`config.mk`:
```
export PLATFORM = sky130hd
export DESIGN_NAME = line_irq_flags
export DESIGN_NICKNAME = d
export VERILOG_FILES = /design/src/rtl/line_irq_pkg.sv /design/src/rtl/line_irq_ctrl.sv /design/src/rtl/line_irq_datapath.sv /design/src/rtl/line_irq_flags.sv
export SDC_FILE = /design/constraint.sdc
export NUM_CORES = 1
export LEC_CHECK = 0
export ABC_AREA = 1
export ABC_CLOCK_PERIOD_IN_PS = 1700
export CORE_ASPECT_RATIO = 2
export CORE_MARGIN = 2
export CORE_UTILIZATION = 33
export CTS_BUF_LIST = sky130_fd_sc_hd__clkbuf_8 sky130_fd_sc_hd__clkbuf_16
export CTS_CLUSTER_SIZE = 12
export DETAILED_ROUTE_END_ITERATION = 8
export PLACE_DENSITY = 0.6
export SYNTH_ARGS = -nofsm -noshare
export SYNTH_HDL_FRONTEND = slang
export SYNTH_HIERARCHICAL = 1
export SYNTH_SLANG_ARGS = --single-unit
```
`constraint.sdc`:
```
create_clock -name clk -period 1.7 [get_ports clk]
set_clock_uncertainty 0.05 [all_clocks]
set_input_delay 0.34 -clock clk [delete_from_list [all_inputs] [get_ports clk]]
set_output_delay 0.34 -clock clk [all_outputs]
set_load 0.05 [all_outputs]
```
`src/rtl/line_irq_pkg.sv`:
```
package line_irq_pkg;
  localparam int FLAG_CNT = 8;
  localparam int DATA_W   = 8;
  localparam int ADDR_W   = 2;

  // flag bit positions (decoded by software)
  localparam int BIT_POL    = 0;
  localparam int BIT_TONE   = 1;
  localparam int BIT_LCSO   = 2;
  localparam int BIT_DROP   = 3;
  localparam int BIT_SUPPLY = 4;
  localparam int BIT_FRAME  = 5;
  localparam int BIT_ROV    = 6;
  localparam int BIT_RING   = 7;

  localparam logic [ADDR_W-1:0] ADR_FLAGS = 2'd0;
  localparam logic [ADDR_W-1:0] ADR_MASK  = 2'd1;
  localparam logic [ADDR_W-1:0] ADR_CTRL  = 2'd2;
  localparam logic [ADDR_W-1:0] ADR_STAT  = 2'd3;

  localparam int CTRL_EN   = 0;
  localparam int CTRL_BOTH = 1;

  typedef struct packed {
    logic                wrFlags;
    logic                wrMask;
    logic                wrCtrl;
    logic [DATA_W-1:0]   data;
    logic [FLAG_CNT-1:0] events;
  } strobe_t;
endpackage

```
`src/rtl/line_irq_ctrl.sv`:
```
module line_irq_ctrl
  import line_irq_pkg::*;
#(
  parameter int LCS_W = 6
) (
  input  logic              clk,
  input  logic              rstN,
  input  logic              wrEn,
  input  logic [ADDR_W-1:0] addr,
  input  logic [DATA_W-1:0] wrData,
  input  logic              bothEdges,
  input  logic              ringLevel,
  input  logic              rovPulse,
  input  logic              frameLocked,
  input  logic              supplyPulse,
  input  logic              dropPulse,
  input  logic [LCS_W-1:0]  lcsCode,
  input  logic              tonePulse,
  input  logic              polPulse,
  output strobe_t           stb
);
  localparam logic [LCS_W-1:0] LCS_MAX = {LCS_W{1'b1}};

  logic ringPrev;
  logic ringRise;
  logic ringFall;

  always_ff @(posedge clk or negedge rstN) begin
    if (!rstN) ringPrev <= 1'b0;
    else       ringPrev <= ringLevel;
  end

  assign ringRise = ringLevel & ~ringPrev;
  assign ringFall = ~ringLevel & ringPrev;

  always_comb begin
    stb         = '0;
    stb.data    = wrData;
    stb.wrFlags = wrEn && (addr == ADR_FLAGS);
    stb.wrMask  = wrEn && (addr == ADR_MASK);
    stb.wrCtrl  = wrEn && (addr == ADR_CTRL);
    stb.events[BIT_RING]   = ringRise | (bothEdges & ringFall);
    stb.events[BIT_ROV]    = rovPulse;
    stb.events[BIT_FRAME]  = ~frameLocked;
    stb.events[BIT_SUPPLY] = supplyPulse;
    stb.events[BIT_DROP]   = dropPulse;
    stb.events[BIT_LCSO]   = (lcsCode == LCS_MAX);
    stb.events[BIT_TONE]   = tonePulse;
    stb.events[BIT_POL]    = polPulse;
  end

  // leading-edge mode ignores the falling edge
  assert_ring_lead_only_R5: assert property (@(posedge clk) disable iff (!rstN)
    (!bothEdges && $fell(ringLevel)) |-> !stb.events[BIT_RING]);
  // both-edge mode reacts to the falling edge
  assert_ring_both_R6: assert property (@(posedge clk) disable iff (!rstN)
    (bothEdges && $fell(ringLevel)) |-> stb.events[BIT_RING]);
  // rising edge always produces a ring event
  assert_ring_rise_R5: assert property (@(posedge clk) disable iff (!rstN)
    $rose(ringLevel) |-> stb.events[BIT_RING]);
  // at most one register write strobe per cycle
  assert_one_write_R11: assert property (@(posedge clk) disable iff (!rstN)
    $onehot0({stb.wrFlags, stb.wrMask, stb.wrCtrl}));
endmodule

```
`src/rtl/line_irq_datapath.sv`:
```
module line_irq_datapath
  import line_irq_pkg::*;
(
  input  logic              clk,
  input  logic              rstN,
  input  strobe_t           stb,
  input  logic [ADDR_W-1:0] addr,
  output logic [DATA_W-1:0] rdData,
  output logic              bothEdges,
  output logic              irq
);
  logic [FLAG_CNT-1:0] flags;
  logic [FLAG_CNT-1:0] mask;
  logic [1:0]          ctrl;
  logic                rovStat;
  logic [FLAG_CNT-1:0] clrVec;
  logic                irqNext;

  assign clrVec = stb.wrFlags ? ~stb.data[FLAG_CNT-1:0] : '0;

  genvar i;
  generate
    for (i = 0; i < FLAG_CNT; i++) begin : g_flag
      always_ff @(posedge clk or negedge rstN) begin
        if (!rstN)              flags[i] <= 1'b0;
        else if (stb.events[i]) flags[i] <= 1'b1;
        else if (clrVec[i])     flags[i] <= 1'b0;
      end

      // an event latches its flag at the next edge
      assert_event_sets_R2: assert property (@(posedge clk) disable iff (!rstN)
        stb.events[i] |=> flags[i]);
      // a set flag holds unless a clearing write arrives
      assert_sticky_R3: assert property (@(posedge clk) disable iff (!rstN)
        (flags[i] && !clrVec[i]) |=> flags[i]);
      // a clearing write without a competing event clears
      assert_clear_R4: assert property (@(posedge clk) disable iff (!rstN)
        (clrVec[i] && !stb.events[i]) |=> !flags[i]);
    end
  endgenerate

  always_ff @(posedge clk or negedge rstN) begin
    if (!rstN)                 rovStat <= 1'b0;
    else if (stb.events[BIT_ROV]) rovStat <= 1'b1;
    else if (clrVec[BIT_ROV])  rovStat <= 1'b0;
  end

  always_ff @(posedge clk or negedge rstN) begin
    if (!rstN)           mask <= '0;
    else if (stb.wrMask) mask <= stb.data[FLAG_CNT-1:0];
  end

  always_ff @(posedge clk or negedge rstN) begin
    if (!rstN)           ctrl <= '0;
    else if (stb.wrCtrl) ctrl <= stb.data[1:0];
  end

  assign bothEdges = ctrl[CTRL_BOTH];
  assign irqNext   = ctrl[CTRL_EN] && |(flags & mask);

  always_ff @(posedge clk or negedge rstN) begin
    if (!rstN) irq <= 1'b0;
    else       irq <= irqNext;
  end

  always_comb begin
    unique case (addr)
      ADR_FLAGS: rdData = flags;
      ADR_MASK:  rdData = mask;
      ADR_CTRL:  rdData = {{(DATA_W-2){1'b0}}, ctrl};
      default:   rdData = {{(DATA_W-1){1'b0}}, rovStat};
    endcase
  end

  // clearing the overload flag also clears the mirror
  assert_mirror_clear_R9: assert property (@(posedge clk) disable iff (!rstN)
    $fell(flags[BIT_ROV]) |-> !rovStat);
  // the mirror is set together with the overload event
  assert_mirror_set_R9: assert property (@(posedge clk) disable iff (!rstN)
    stb.events[BIT_ROV] |=> rovStat);
  // disabled output stays low
  assert_irq_off_R10: assert property (@(posedge clk) disable iff (!rstN)
    !ctrl[CTRL_EN] |=> !irq);
  // a qualifying flag raises the output one cycle later
  assert_irq_on_R10: assert property (@(posedge clk) disable iff (!rstN)
    (ctrl[CTRL_EN] && (flags & mask) != '0) |=> irq);
endmodule

```
`src/rtl/line_irq_flags.sv`:
```
module line_irq_flags
  import line_irq_pkg::*;
#(
  parameter int LCS_W = 6
) (
  input  logic              clk,
  input  logic              rstN,
  input  logic              wrEn,
  input  logic [ADDR_W-1:0] addr,
  input  logic [DATA_W-1:0] wrData,
  output logic [DATA_W-1:0] rdData,
  input  logic              ringLevel,
  input  logic              rovPulse,
  input  logic              frameLocked,
  input  logic              supplyPulse,
  input  logic              dropPulse,
  input  logic [LCS_W-1:0]  lcsCode,
  input  logic              tonePulse,
  input  logic              polPulse,
  output logic              irq
);
  strobe_t stb;
  logic    bothEdges;

  line_irq_ctrl #(.LCS_W(LCS_W)) u_ctrl (
    .clk(clk), .rstN(rstN), .wrEn(wrEn), .addr(addr), .wrData(wrData),
    .bothEdges(bothEdges), .ringLevel(ringLevel), .rovPulse(rovPulse),
    .frameLocked(frameLocked), .supplyPulse(supplyPulse), .dropPulse(dropPulse),
    .lcsCode(lcsCode), .tonePulse(tonePulse), .polPulse(polPulse), .stb(stb)
  );

  line_irq_datapath u_dp (
    .clk(clk), .rstN(rstN), .stb(stb), .addr(addr), .rdData(rdData),
    .bothEdges(bothEdges), .irq(irq)
  );
endmodule

```
== Word-level counts from Yosys, hierarchy flattened ==
Cells that the tools add are included.

* Output and inout bits: 9
* RAM bits: 0
* Memories kept: 0
* Bits in read-only memories: 0
* Bits in registers: 20
* Word-level logic and storage cells: 55
* Latch bits: 0

* Reductions and logical operators: 13
* Bitwise logic cells: 8
* Divide/modulo/power cells: 0
* $add $sub $neg: 0
* Equality and inequality tests: 4
* Shift-type cells: 0
* Multiplexer cells: 18
* $lt $le $gt $ge: 0
* Multiply operators: 0

{| class="wikitable"
|+ Operators with widths
! operator !! number
|-
| 8-bit case mux with 3 select lines || 1
|-
| 1-bit two-way mux || 16
|-
| 2-bit nonzero test || 7
|-
| 8-bit bitwise AND || 1
|-
| 8-bit two-way mux || 1
|-
| 8-bit inverter || 1
|-
| 8-bit OR reduction || 1
|-
| 6-bit equality test (second input constant) || 1
|-
| 1-bit logical AND || 4
|-
| 1-bit bitwise AND || 3
|-
| 2-bit by 1-bit equality test with 1-bit output (second input constant) || 1
|-
| 2-bit equality test (second input constant) || 1
|-
| 2-bit logical NOT || 1
|-
| 2-bit by 1-bit inequality test with 1-bit output (second input constant) || 1
|-
| 1-bit inverter || 2
|-
| 1-bit OR || 1
|}

== Longest topological paths before layout ==
* Depth after elaboration: 5
* Mapped depth: 5

== By module ==
The synthesis kept the hierarchy.

{| class="wikitable"
|+ Modules (own cells, without submodules)
! module !! area an instance (sq um) !! instances !! seq. area each (sq um) !! cells an instance
|-
| line_irq_datapath || 889.6 || 1 || 475.5 || 105
|-
| line_irq_ctrl || 195.2 || 1 || 25.0 || 30
|}

== Worst setup path after synthesis ==
No wires, ideal clock.

* Kind: input port to output port
* Start point: input port addr[1]
* End point: output port rdData[2]
* Path buffers: 0
* Setup slack: -0.004 ns
* Stages on the path: 3
* Data required time: 1.310 ns
* Data arrival time: 1.314 ns
* Cell sequence: nor2_2 -> inv_2 -> o22ai_1

* Longest elaborated chain between the ends: 2
* Elaborated cells between the ends (all ways): 4

{| class="wikitable"
|+ RTL lines
! item !! RTL line !! source
|-
| from (decl) || line_irq_flags.sv:9 || <nowiki>input logic [ADDR_W-1:0] addr,</nowiki>
|-
| 2-bit equality test (tied with other cells) || line_irq_datapath.sv:67 || <nowiki>unique case (addr)</nowiki>
|-
| 8-bit case mux with 3 select lines * || line_irq_datapath.sv:67 ||
|-
| to (decl) || line_irq_flags.sv:11 || <nowiki>output logic [DATA_W-1:0] rdData,</nowiki>
|}

Every way passes the cells marked *; elsewhere a longest branch is shown, timed or not.

== Worst setup path after layout ==
* Start point: input port addr[0]
* End point: output port rdData[7]

The elaborated chain is that of the path after synthesis.

==> out/summary.md <==
### Worst setup path
* Critical Path Start Type: input port
* nature of the critical path endpoint: output pin
* r2r setup slk: 820 ps
* CP Data Required Time: 1310 ps
* Critical Path Start: addr[0]
* beginning of the worst register-to-register path: u_dp/rovStat$_DFFE_PN0P_
* kind of critical path: input port to output pin
* data arrival time of the worst path: 1250 ps
* highest net fanout along the worst path: 6

### Global route
* number of global-route vias before repair: 1,073
* first-pass GRT wire length: 4490 µm
* GRT Util Overall: 16.2%
* maximum number of pins on one net before global-route repair: 21
* remaining global-route overflow: 0
* number of antenna violations at the first check in global routing: 0

### Final layout
* antenna fix cells: 0
* Final Net Count: 198
* Syn-to-layout area delta: 50.9%
* share of layout cells above drive strength 1: 23.4%

### STA
* Setup Total Neg Slack: 0 ps
* slew margin rel.: 78.7%
* final critical delay including setup and external delays: 1640 ps
* Hold Violations, Final: 0
* Setup-failing EPs final: 0
* Final Max Slew Viols: 0
* final period utilization: 96.5%
* fmax: 609 MHz
* setup ws final: 59.0 ps
* actual slew at the worst max-slew pin: 319 ps
* RSZ-0062 raised after global routing: false

### Clock tree
* clock tree from TritonCTS: done
* number of clock buffers inserted by TritonCTS: 3
* H-tree Lvls: 1
* clock net sink count: 20
* worst-case clock buffer depth: 2
* clock transition at the registers of the reported paths: 80 ps
* hold buffer count at cts: 0
* # Post-CTS Setup Buffers: 0
* Skew-Pair Late Insertion Delay: 270 ps
* root cell of the clock tree: sky130_fd_sc_hd__clkbuf_8

### Outcome
* outcome: completed

### Logic synthesis
* post-synthesis instance total: 135
* net count after synthesis: 161
* Yosys warning count: 6
* count of state elements after synthesis: 20
* post-synthesis cell type count: 20
* sequential area share after synthesis: 46.1%
* synthesized area divided by synthesized cell count: 8.04 µm²
* combined area of all synthesized cells: 1080 µm²

### Placement
* number of port buffers: 34
* sum of net half-perimeters after detailed placement: 2020 µm
* worst slack at placement: -288 ps
* routability congestion estimate from global placement: 0.791

### Detailed routing
* DRC violations left: 0
* average via count per standard cell: 4.70
* Routed WL: 2560 µm
* total number of vias: 950
* violation count after the first detailed-route iteration: 8
* first-pass detailed-route iteration total: 4
* count of antenna-violating nets left after detailed routing: 0
* detailed-route wire length per cell: 12.7 µm

### Hold path
* worst min-delay path class: input port to asynchronous set/reset pin

### Job
* Max Cap Violations: 0

### Floorplan
* die span in y: 85.1 µm
* Rows: 29
* effective utilization at floorplan: 34.4%
* die boundary width: 44.5 µm
* core area: 3160 µm²
* die area: 3790 µm²
* I/O pin total: 35

### Power
* static power due to leakage: 0.000819 µW
* Max VDD drop: 0.791 mV
* total power divided by cell area: 922 nW/µm²

kinds of logic (layout without fill, tap and decap cells):
logic type,Yosys count,after routing,synth area share [%]
AOI/OAI and AO/OA,25,25,14.3
buffers and inverters,39,75,18.3
DFF,20,20,46.1
muxes,2,2,2.08
and+or+nand+nor,49,49,19.1
per-layer routing:
layer	global-route usage, %	routed length, µm
met1	15.9	899
met2	27.8	1420
met3	3.19	99
met4	12.1	140
met5	0	0
final cells by class:
cell class | count | area [µm²]
clock inverter | 1 | 30.0
inverter | 25 | 93.8
clock buffer | 3 | 41.3
fill | 300 | 1520
tap | 31 | 38.8
timing repair buffer | 46 | 504
sequential | 20 | 500
multi-input combinational | 76 | 428
synthesized netlist by cell type:
master,count,area [µm²]
sky130_fd_sc_hd__nor3_1,1,5.00
sky130_fd_sc_hd__inv_2,2,7.51
sky130_fd_sc_hd__nor3b_2,1,12.5
sky130_fd_sc_hd__mux2_2,1,11.3
sky130_fd_sc_hd__nand3_1,5,25.0
sky130_fd_sc_hd__o21bai_1,6,45.0
sky130_fd_sc_hd__o22ai_1,6,37.5
sky130_fd_sc_hd__mux2_1,1,11.3
sky130_fd_sc_hd__a21oi_1,1,5.00
sky130_fd_sc_hd__inv_1,23,86.3
sky130_fd_sc_hd__nor2_1,10,37.5
sky130_fd_sc_hd__nand2_1,29,109
sky130_fd_sc_hd__dfrtp_1,20,500
sky130_fd_sc_hd__o21ai_0,8,40.0
sky130_fd_sc_hd__o211ai_2,1,12.5
sky130_fd_sc_hd__nor2_2,1,6.26
sky130_fd_sc_hd__buf_4,14,105
sky130_fd_sc_hd__nand4_1,1,6.26
sky130_fd_sc_hd__o21ai_1,3,15.0
sky130_fd_sc_hd__nand2_2,1,6.26
flip-flops by register name (all words and copies together), names as in the netlist:
register	flops
u_dp/mask	8
u_dp/flags	7
u_dp/ctrl	2
u_ctrl/ringPrev	1
u_dp/irq	1
u_dp/rovStat	1
where the power goes:
group	internal [µW]	switching (µW)
registers	534	33.8
clock network	315	162
logic	223	241
total	1070	437
through the flow:
stage	hold WS [ps]	instance area (µm²)	instances	total power [µW]	utilization, %
finish	351	1640	202	1510	51.8
floorplan	-5.59	1080	135	804	-
global placement	464	1530	198	1020	48.4
global route	363	1640	202	1600	51.8
detailed placement	477	1530	198	1030	48.4
CTS	360	1640	202	1530	52.0
critical path: stages:
cell                              delay (ps)
sky130_fd_sc_hd__clkdlybuf4s15_2         240
sky130_fd_sc_hd__nor2_2                  150
sky130_fd_sc_hd__inv_2                   110
sky130_fd_sc_hd__o22ai_2                 140
sky130_fd_sc_hd__buf_4                   150
sky130_fd_sc_hd__buf_12                  120
final timing paths:
| path | end | cells after the start |
|---|---|---|
| max | rdData[7] | 6 |
| min | u_ctrl/ringPrev$_DFF_PN0_ | 2 |
| max reg2reg | u_dp/irq$_DFF_PN0_ | 4 |
| min reg2reg | u_dp/mask[0]$_DFFE_PN0P_ | 1 |
| max in group asynchronous | u_dp/mask[3]$_DFFE_PN0P_ | 2 |
| min in group clk | u_ctrl/ringPrev$_DFF_PN0_ | 1 |
layout by cell type (no fill, tap or decap), types with 2 or more instances in the layout:
cell | netlist | layout
sky130_fd_sc_hd__buf_12 | 0 | 8
sky130_fd_sc_hd__buf_4 | 14 | 13
sky130_fd_sc_hd__clkbuf_8 | 0 | 3
sky130_fd_sc_hd__clkdlybuf4s50_1 | 0 | 23
sky130_fd_sc_hd__dfrtp_1 | 20 | 20
sky130_fd_sc_hd__inv_1 | 23 | 23
sky130_fd_sc_hd__inv_2 | 2 | 2
sky130_fd_sc_hd__nand2_1 | 29 | 29
sky130_fd_sc_hd__nand3_1 | 5 | 5
sky130_fd_sc_hd__nor2_1 | 10 | 10
sky130_fd_sc_hd__o21ai_0 | 8 | 8
sky130_fd_sc_hd__o21ai_1 | 3 | 3
sky130_fd_sc_hd__o21bai_1 | 6 | 6
sky130_fd_sc_hd__o22ai_2 | 0 | 6
timing repair:
action | 4_1_cts | 5_1_grt
setup endpoints to repair | 8 | 4
pin swaps | 1 | 2
gates resized for setup | 11 | 2
hold endpoints to repair | 0 | 0
No activity file was read; power rests on OpenSTA's default activity.
